===== src/rtl/ssp_pkg.sv =====
package ssp_pkg;
  // kind of the most recently completed bus access
  typedef enum logic [1:0] {CYC_NONE, CYC_RD, CYC_W0, CYC_W1} cyc_t;

  // protocol position
  typedef enum logic [2:0] {
    M_IDLE,   // reads return 1, a write starts an address
    M_ADDR,   // shifting address bits
    M_DATA,   // address loaded, direction not yet chosen
    M_READ,   // streaming bytes out
    M_LOAD,   // at least one byte loaded
    M_ENDED   // load closed by a read, awaiting write-1/read
  } mode_t;
endpackage


===== src/rtl/ssp_sync.sv =====
module ssp_sync #(
  parameter int WIDTH  = 4,
  parameter int STAGES = 2
) (
  input  logic             clk,
  input  logic             rst_n,
  input  logic [WIDTH-1:0] d,
  output logic [WIDTH-1:0] q
);
  logic [STAGES-1:0][WIDTH-1:0] stg_q;

  always_ff @(posedge clk or negedge rst_n) begin
    if (!rst_n) begin
      stg_q <= '0;
    end else begin
      stg_q[0] <= d;
      for (int i = 1; i < STAGES; i++) stg_q[i] <= stg_q[i-1];
    end
  end

  assign q = stg_q[STAGES-1];
endmodule


===== src/rtl/ssp_cycle_class.sv =====
module ssp_cycle_class (
  input  logic clk,
  input  logic rst_n,
  input  logic sel,      // synchronized, asserted high
  input  logic rd,
  input  logic wr,
  input  logic din,
  output logic rd_done,  // one-cycle pulse per completed read access
  output logic wr_done,  // one-cycle pulse per completed write access
  output logic wr_bit,   // bit captured by the completed write
  output logic illegal
);
  logic rd_act, wr_act, clash;
  logic rd_act_q, wr_act_q, spoil_q, bit_q;
  logic rd_fin, wr_fin, spoil_d, bit_d;

  assign clash  = sel & rd & wr;
  assign rd_act = sel & rd & ~wr;
  assign wr_act = sel & wr & ~rd;

  always_comb begin
    rd_fin  = rd_act_q & ~rd_act & ~clash & ~spoil_q;
    wr_fin  = wr_act_q & ~wr_act & ~clash & ~spoil_q;
    spoil_d = clash | (spoil_q & sel);   // held until select releases
    bit_d   = wr_act ? din : bit_q;      // last value seen before release
  end

  always_ff @(posedge clk or negedge rst_n) begin
    if (!rst_n) begin
      rd_act_q <= 1'b0;
      wr_act_q <= 1'b0;
      spoil_q  <= 1'b0;
      bit_q    <= 1'b0;
      rd_done  <= 1'b0;
      wr_done  <= 1'b0;
      wr_bit   <= 1'b0;
      illegal  <= 1'b0;
    end else begin
      rd_act_q <= rd_act;
      wr_act_q <= wr_act;
      spoil_q  <= spoil_d;
      bit_q    <= bit_d;
      rd_done  <= rd_fin;
      wr_done  <= wr_fin;
      wr_bit   <= bit_q;
      illegal  <= clash;
    end
  end

  assert_one_kind_R1: assert property (@(posedge clk) disable iff (!rst_n)
    $onehot0({rd_done, wr_done}));
endmodule


===== src/rtl/ssp_seq.sv =====
module ssp_seq
  import ssp_pkg::*;
#(
  parameter int ADDR_W   = 9,
  parameter int BYTE_W   = 8,
  parameter int SEQ_BITS = 16
) (
  input  logic              clk,
  input  logic              rst_n,
  input  logic              rd_done,
  input  logic              wr_done,
  input  logic              wr_bit,
  input  logic              rd_ack,
  input  logic [BYTE_W-1:0] rd_data,
  output logic              dq_out,
  output logic              reset_evt,
  output logic              addr_valid,
  output logic [ADDR_W-1:0] addr,
  output logic              byte_valid,
  output logic [BYTE_W-1:0] byte_out,
  output logic              start_nv,
  output logic              rd_req
);
  localparam int CNT_W = $clog2(SEQ_BITS);
  localparam logic [CNT_W-1:0] SEQ_LAST  = CNT_W'(SEQ_BITS - 1);
  localparam logic [CNT_W-1:0] BYTE_LAST = CNT_W'(BYTE_W - 1);

  mode_t             mode_q, mode_d;
  cyc_t              hist1_q, hist1_d, hist2_q, hist2_d, kind;
  logic [CNT_W-1:0]  cnt_q, cnt_d;
  logic [ADDR_W-1:0] asr_q, asr_d, addr_q, addr_d, asr_shift;
  logic [BYTE_W-1:0] isr_q, isr_d, osr_q, osr_d, isr_shift, byte_q, byte_d;
  logic              rst_d, av_d, bv_d, nv_d, req_d;

  assign asr_shift = {asr_q[ADDR_W-2:0], wr_bit};
  assign isr_shift = {isr_q[BYTE_W-2:0], wr_bit};
  assign kind = rd_done ? CYC_RD : (wr_done ? (wr_bit ? CYC_W1 : CYC_W0) : CYC_NONE);

  always_comb begin
    mode_d = mode_q;  cnt_d = cnt_q;  hist1_d = hist1_q;  hist2_d = hist2_q;
    asr_d = asr_q;  addr_d = addr_q;  isr_d = isr_q;  osr_d = osr_q;  byte_d = byte_q;
    rst_d = 1'b0;  av_d = 1'b0;  bv_d = 1'b0;  nv_d = 1'b0;  req_d = 1'b0;
    if (rd_ack) osr_d = rd_data;
    if (rd_done || wr_done) begin
      hist2_d = hist1_q;
      hist1_d = kind;
    end
    if (rd_done) begin
      if (hist2_q == CYC_RD && hist1_q == CYC_W0) begin
        rst_d = 1'b1;  mode_d = M_IDLE;  cnt_d = '0;
      end else if (mode_q == M_ENDED && hist2_q == CYC_RD && hist1_q == CYC_W1) begin
        nv_d = 1'b1;  mode_d = M_IDLE;  cnt_d = '0;
      end else begin
        case (mode_q)
          M_DATA, M_READ: begin
            if (mode_q == M_DATA && cnt_q != '0) begin
              mode_d = M_IDLE;  cnt_d = '0;      // partial byte then read
            end else begin
              mode_d = M_READ;
              osr_d  = {osr_q[BYTE_W-2:0], 1'b1};
              if (cnt_q == BYTE_LAST) begin
                cnt_d  = '0;
                addr_d = addr_q + ADDR_W'(1);
                req_d  = 1'b1;
              end else begin
                cnt_d = cnt_q + CNT_W'(1);
              end
            end
          end
          M_LOAD: begin
            mode_d = (cnt_q == '0) ? M_ENDED : M_IDLE;
            cnt_d  = '0;
          end
          default: begin
            mode_d = M_IDLE;  cnt_d = '0;
          end
        endcase
      end
    end else if (wr_done) begin
      case (mode_q)
        M_IDLE, M_READ: begin
          asr_d = asr_shift;  cnt_d = CNT_W'(1);  mode_d = M_ADDR;
        end
        M_ADDR: begin
          asr_d = asr_shift;
          if (cnt_q == SEQ_LAST) begin
            addr_d = asr_shift;  av_d = 1'b1;  req_d = 1'b1;
            mode_d = M_DATA;  cnt_d = '0;
          end else begin
            cnt_d = cnt_q + CNT_W'(1);
          end
        end
        M_DATA, M_LOAD: begin
          isr_d = isr_shift;
          if (cnt_q == BYTE_LAST) begin
            byte_d = isr_shift;  bv_d = 1'b1;  cnt_d = '0;  mode_d = M_LOAD;
          end else begin
            cnt_d = cnt_q + CNT_W'(1);
          end
        end
        default: ;
      endcase
    end
  end

  always_ff @(posedge clk or negedge rst_n) begin
    if (!rst_n) begin
      mode_q <= M_IDLE;  cnt_q <= '0;  hist1_q <= CYC_NONE;  hist2_q <= CYC_NONE;
      asr_q <= '0;  addr_q <= '0;  isr_q <= '0;  osr_q <= '1;  byte_q <= '0;
      reset_evt <= 1'b0;  addr_valid <= 1'b0;  byte_valid <= 1'b0;
      start_nv <= 1'b0;  rd_req <= 1'b0;
    end else begin
      mode_q <= mode_d;  cnt_q <= cnt_d;  hist1_q <= hist1_d;  hist2_q <= hist2_d;
      asr_q <= asr_d;  addr_q <= addr_d;  isr_q <= isr_d;  osr_q <= osr_d;  byte_q <= byte_d;
      reset_evt <= rst_d;  addr_valid <= av_d;  byte_valid <= bv_d;
      start_nv <= nv_d;  rd_req <= req_d;
    end
  end

  assign addr     = addr_q;
  assign byte_out = byte_q;
  assign dq_out   = (mode_q == M_DATA || mode_q == M_READ) ? osr_q[BYTE_W-1] : 1'b1;

  assert_reset_after_read_R4: assert property (@(posedge clk) disable iff (!rst_n)
    reset_evt |-> $past(rd_done));
  assert_reset_reads_one_R5: assert property (@(posedge clk) disable iff (!rst_n)
    reset_evt |=> dq_out);
  assert_addr_byte_apart_R6: assert property (@(posedge clk) disable iff (!rst_n)
    addr_valid |-> !byte_valid);
  assert_byte_from_write_R9: assert property (@(posedge clk) disable iff (!rst_n)
    byte_valid |-> $past(wr_done));
  assert_nv_from_read_R10: assert property (@(posedge clk) disable iff (!rst_n)
    start_nv |-> $past(rd_done));
endmodule


===== src/rtl/strobe_serial_port.sv =====
module strobe_serial_port #(
  parameter int ADDR_W      = 9,
  parameter int BYTE_W      = 8,
  parameter int SEQ_BITS    = 16,
  parameter int SYNC_STAGES = 2
) (
  input  logic              clk,
  input  logic              rst_n,
  input  logic              bus_sel_n,
  input  logic              rd_en_n,
  input  logic              wr_en_n,
  input  logic              dq_in,
  output logic              dq_out,
  output logic              dq_oe,
  output logic              illegal,
  output logic              reset_evt,
  output logic              addr_valid,
  output logic [ADDR_W-1:0] addr,
  output logic              byte_valid,
  output logic [BYTE_W-1:0] byte_out,
  output logic              start_nv,
  output logic              rd_req,
  input  logic              rd_ack,
  input  logic [BYTE_W-1:0] rd_data
);
  logic [1:0] rst_sync_q;
  logic       rst_int_n;
  logic [3:0] pins_s;
  logic       s_sel, s_rd, s_wr, s_dq;
  logic       rd_done, wr_done, wr_bit;

  // asynchronous assertion, synchronous release
  always_ff @(posedge clk or negedge rst_n) begin
    if (!rst_n) rst_sync_q <= 2'b00;
    else        rst_sync_q <= {rst_sync_q[0], 1'b1};
  end
  assign rst_int_n = rst_sync_q[1];

  ssp_sync #(.WIDTH(4), .STAGES(SYNC_STAGES)) u_sync (
    .clk(clk), .rst_n(rst_int_n),
    .d({~bus_sel_n, ~rd_en_n, ~wr_en_n, dq_in}),
    .q(pins_s)
  );
  assign {s_sel, s_rd, s_wr, s_dq} = pins_s;

  ssp_cycle_class u_class (
    .clk(clk), .rst_n(rst_int_n),
    .sel(s_sel), .rd(s_rd), .wr(s_wr), .din(s_dq),
    .rd_done(rd_done), .wr_done(wr_done), .wr_bit(wr_bit), .illegal(illegal)
  );

  ssp_seq #(.ADDR_W(ADDR_W), .BYTE_W(BYTE_W), .SEQ_BITS(SEQ_BITS)) u_seq (
    .clk(clk), .rst_n(rst_int_n),
    .rd_done(rd_done), .wr_done(wr_done), .wr_bit(wr_bit),
    .rd_ack(rd_ack), .rd_data(rd_data),
    .dq_out(dq_out), .reset_evt(reset_evt), .addr_valid(addr_valid), .addr(addr),
    .byte_valid(byte_valid), .byte_out(byte_out), .start_nv(start_nv), .rd_req(rd_req)
  );

  assign dq_oe = s_sel & s_rd;
endmodule


===== config.mk =====
export PLATFORM = sky130hd
export DESIGN_NAME = strobe_serial_port
export DESIGN_NICKNAME = d
export VERILOG_FILES = /design/src/rtl/ssp_pkg.sv /design/src/rtl/ssp_sync.sv /design/src/rtl/ssp_cycle_class.sv /design/src/rtl/ssp_seq.sv /design/src/rtl/strobe_serial_port.sv
export SDC_FILE = /design/constraint.sdc
export NUM_CORES = 1
export LEC_CHECK = 0
export BUFFER_PORTS_ARGS = -buffer_cell sky130_fd_sc_hd__buf_2
export CAP_MARGIN = 20
export CORE_ASPECT_RATIO = 0.9
export CORE_UTILIZATION = 50
export DETAILED_ROUTE_END_ITERATION = 6
export PLACE_DENSITY_LB_ADDON = 0.05
export SYNTH_ARGS = -nofsm -noshare
export SYNTH_HDL_FRONTEND = slang
export SYNTH_SLANG_ARGS = --single-unit

===== constraint.sdc =====
create_clock -name clk -period 4.2 [get_ports clk]
set_clock_uncertainty 0.05 [all_clocks]
set_input_delay 0.84 -clock clk [delete_from_list [all_inputs] [get_ports clk]]
set_output_delay 0.84 -clock clk [all_outputs]
set_load 0.05 [all_outputs]

==> metrics.txt <==
sum of negative setup slack 0 ns; setup violators final 0; insertion delay to the later sink of the worst-skew pair 0.35 ns; Async SR Flop Fraction 100%; Post-synth top flop dfrtp_1; final wirelength 5.59 mm; hpwl dp 3.79 mm; Starting Density between 50 and 60%; slowest CP cell dfrtp_1; Final ANT Viol Nets 0; Slew Limit Fails 0; overflow left after global routing 0; synthesized area per cell 12.1 um2; Yosys Warn Count 0; Setup Fix Bufs, Post-CTS 0; area of the mapped netlist 3250 um2; Post-Synthesis Cells 269; syn nets 287; critical path class flop to flop; number of flops mapped to enable cells by yosys 0; Die Span Y 78.5 um; Fin. Hold Viols 0; #FFs+latches synth 74; pwr/cell area 508 nW/um2; CTS hold repair buffers 0; total core area about 6000 um2; vias in the first global route 1935; via count 2111; Final Critical Period 2.30 ns; nets@finish 329; VDD IR max 273 uV; number of distinct library cells after synthesis 58; DR pass1 iterations 4; Wirelength per Cell between 10 and 15 um; CTS max path bufs 2; Hold Crit Class input port to async pin; total CTS buffers 9; Lkg Pwr between 1.5 and 2 nW; Port Buf Inserts 39; area delta synth->final 13.3%; crit path cell chain nand2_1 -> o2bb2ai_1 -> and2_0 -> o22ai_1 -> a22oi_1; gr usage total between 10% and 20%; die area 6830 um2; GP Congestion 0.813; CTS H-tree lvls 3; pin count of the biggest net entering global routing between 40 and 50; Critical Path AT ~2.5 ns; clock transition at the registers of the reported paths 0.07 ns; # diodes 0; CTS root buf clkbuf_8; crit-path max cell delay 0.78 ns; share of cells above drive strength 1 33.5%; number of gates resized after CTS 0; crit-path max FO 23; pre-CTS WS 1.90 ns; first-pass GRT wire length 9.43 mm; Max-Cap Viols 0; drc violations 0; Critical Path End Type flop; Rows 27; vias per inst 5.24; CTS tree yes; Seq/Total Area, Yosys a little under three fifths; Critical Path Source Type flop; RSZ-0062 raised after global routing false; WP data required 4.42 ns; antenna violations before repair 0; # IOs 40; crit share post-route 54.8%; Iter 0 DRT Violations 130; Slew @ Worst Pin 0.689 ns; outcome finished, final reports clean; Setup WS post-layout 1.90 ns; CTS Sinks 74; Die X 87.0 um; Max transition margin 54.1%; fmax 435 MHz
## through the flow
step	hold WS [ns]	total power [W]	utilization, %	cell area [um2]	instances
6_report	0.212	0.00187	59.6	3680	403
3_5_place_dp	0.286	0.00134	56.4	3490	387
2_1_floorplan	0.281	0.00125	-	3250	269
5_1_grt	0.195	0.00198	59.6	3680	403
4_1_cts	0.193	0.00190	59.6	3680	403
3_3_place_gp	0.282	0.00133	56.4	3490	387
## power by group
group / total [W] / leakage, nW / internal (W) / switching [W]
registers: 0.000937 / 0.947 / 0.000824 / 0.000113
clock network: 0.000550 / 0.0966 / 0.000291 / 0.000259
logic: 0.000384 / 0.734 / 0.000170 / 0.000214
total: 0.00187 / 1.78 / 0.00129 / 0.000586
## placed cells by master (no fill, tap or decap), types with 10 or more instances in the layout
| cell type | n |
|---|---|
| mux2_2 | 27 |
| nor2_1 | 15 |
| nand2_1 | 24 |
| clkbuf_8 | 10 |
| inv_1 | 10 |
| buf_2 | 39 |
| mux2i_1 | 11 |
| o21ai_0 | 15 |
| dfrtp_1 | 65 |
## layer usage
metal  vias to the layer above  GRT usage [%]  share of wire, %
met4                         0           8.83               2.1
met1                      1020           25.3                48
met3                        13           5.89               4.3
li1                       1037              -                 -
met5                         -              0                 0
met2                        41           26.1                45
## worst max-delay path, delay by kind of cell, from the launching register on
family          cells  cell delay (ns)
compound gates      3             0.72
flops               1             0.78
simple gates        2             0.66
## synth_stat cells (2+ instances only)
cell      number  share of area, %
mux2i_1       11               3.4
nor3b_1        3              0.69
nor2_1        15               1.7
dfstp_2        8               6.5
a32oi_1        2              0.54
o21ai_0       15               2.3
o22ai_1        3              0.58
and4_1         2              0.54
a21oi_2        4               1.1
nand2b_1       3              0.58
nor3_1         3              0.46
inv_1         10               1.2
and3b_1        2              0.54
nand3_1        6              0.92
ha_1           3               1.2
o32ai_1        3              0.81
nand2_1       24               2.8
o21a_1         2              0.46
buf_12         2               1.2
clkbuf_1       3              0.35
dfrtp_1       66                51
nor2b_1        3              0.58
mux2_2        27               9.3
buf_1          2              0.23
and3_1         5              0.96
a21oi_1        8               1.2
or2_2          2              0.38
and2_1         2              0.38
## area by class of cell
type	count	area, um2
Multi-Input combinational cell	174	1260
Clock inverter	4	51.3
Clock buffer	12	145
Inverter	12	50.0
Sequential cell	74	1860
Tap cell	87	109
Fill cell	509	2500
Timing Repair Buffer	40	203
## logic make-up (layout without fill, tap and decap cells)
group	Yosys count	in the layout	synth area share, %
DFF	74	74	57.3
buffers and inverters	21	68	3.92
xor gates and xnor gates	2	2	0.539
muxes	38	38	12.7
adders and majority gates	3	3	1.15
other	1	1	0.115
and+or+nand+nor	80	80	13.2
AOI/OAI and AO/OA	50	50	11.1
## state kept, by name, summed over array words and instances (netlist names), 2 cells and up
name	flops
u_seq.hist1_q	2
u_seq.isr_q	7
u_seq.byte_out	8
u_sync.stg_q	4
u_seq.cnt_q	4
u_seq.asr_q	8
u_seq.osr_q	8
rst_sync_q	2
u_seq.mode_q	3
u_sync.q	4
u_seq.hist2_q	2
u_seq.addr	9
## worst paths after layout
path / startpoint / to / slack (ns) / cells past startpoint
min in group clk: u_sync.stg_q[2] / u_sync.q[2] / 0.30 / 0
max in group asynchronous: rst_sync_q[1] / u_seq.hist1_q[0] / 2.88 / 1
setup / recovery: u_class.rd_done / u_seq.cnt_q[3] / 1.90 / 5
setup reg to reg: u_class.rd_done / u_seq.cnt_q[3] / 1.90 / 5
hold / removal: rst_n / rst_sync_q[1] / 0.21 / 1
hold reg to reg: rst_sync_q[1] / u_seq.mode_q[0] / 0.26 / 0
Note: power is estimated with default switching activity, not from simulation.
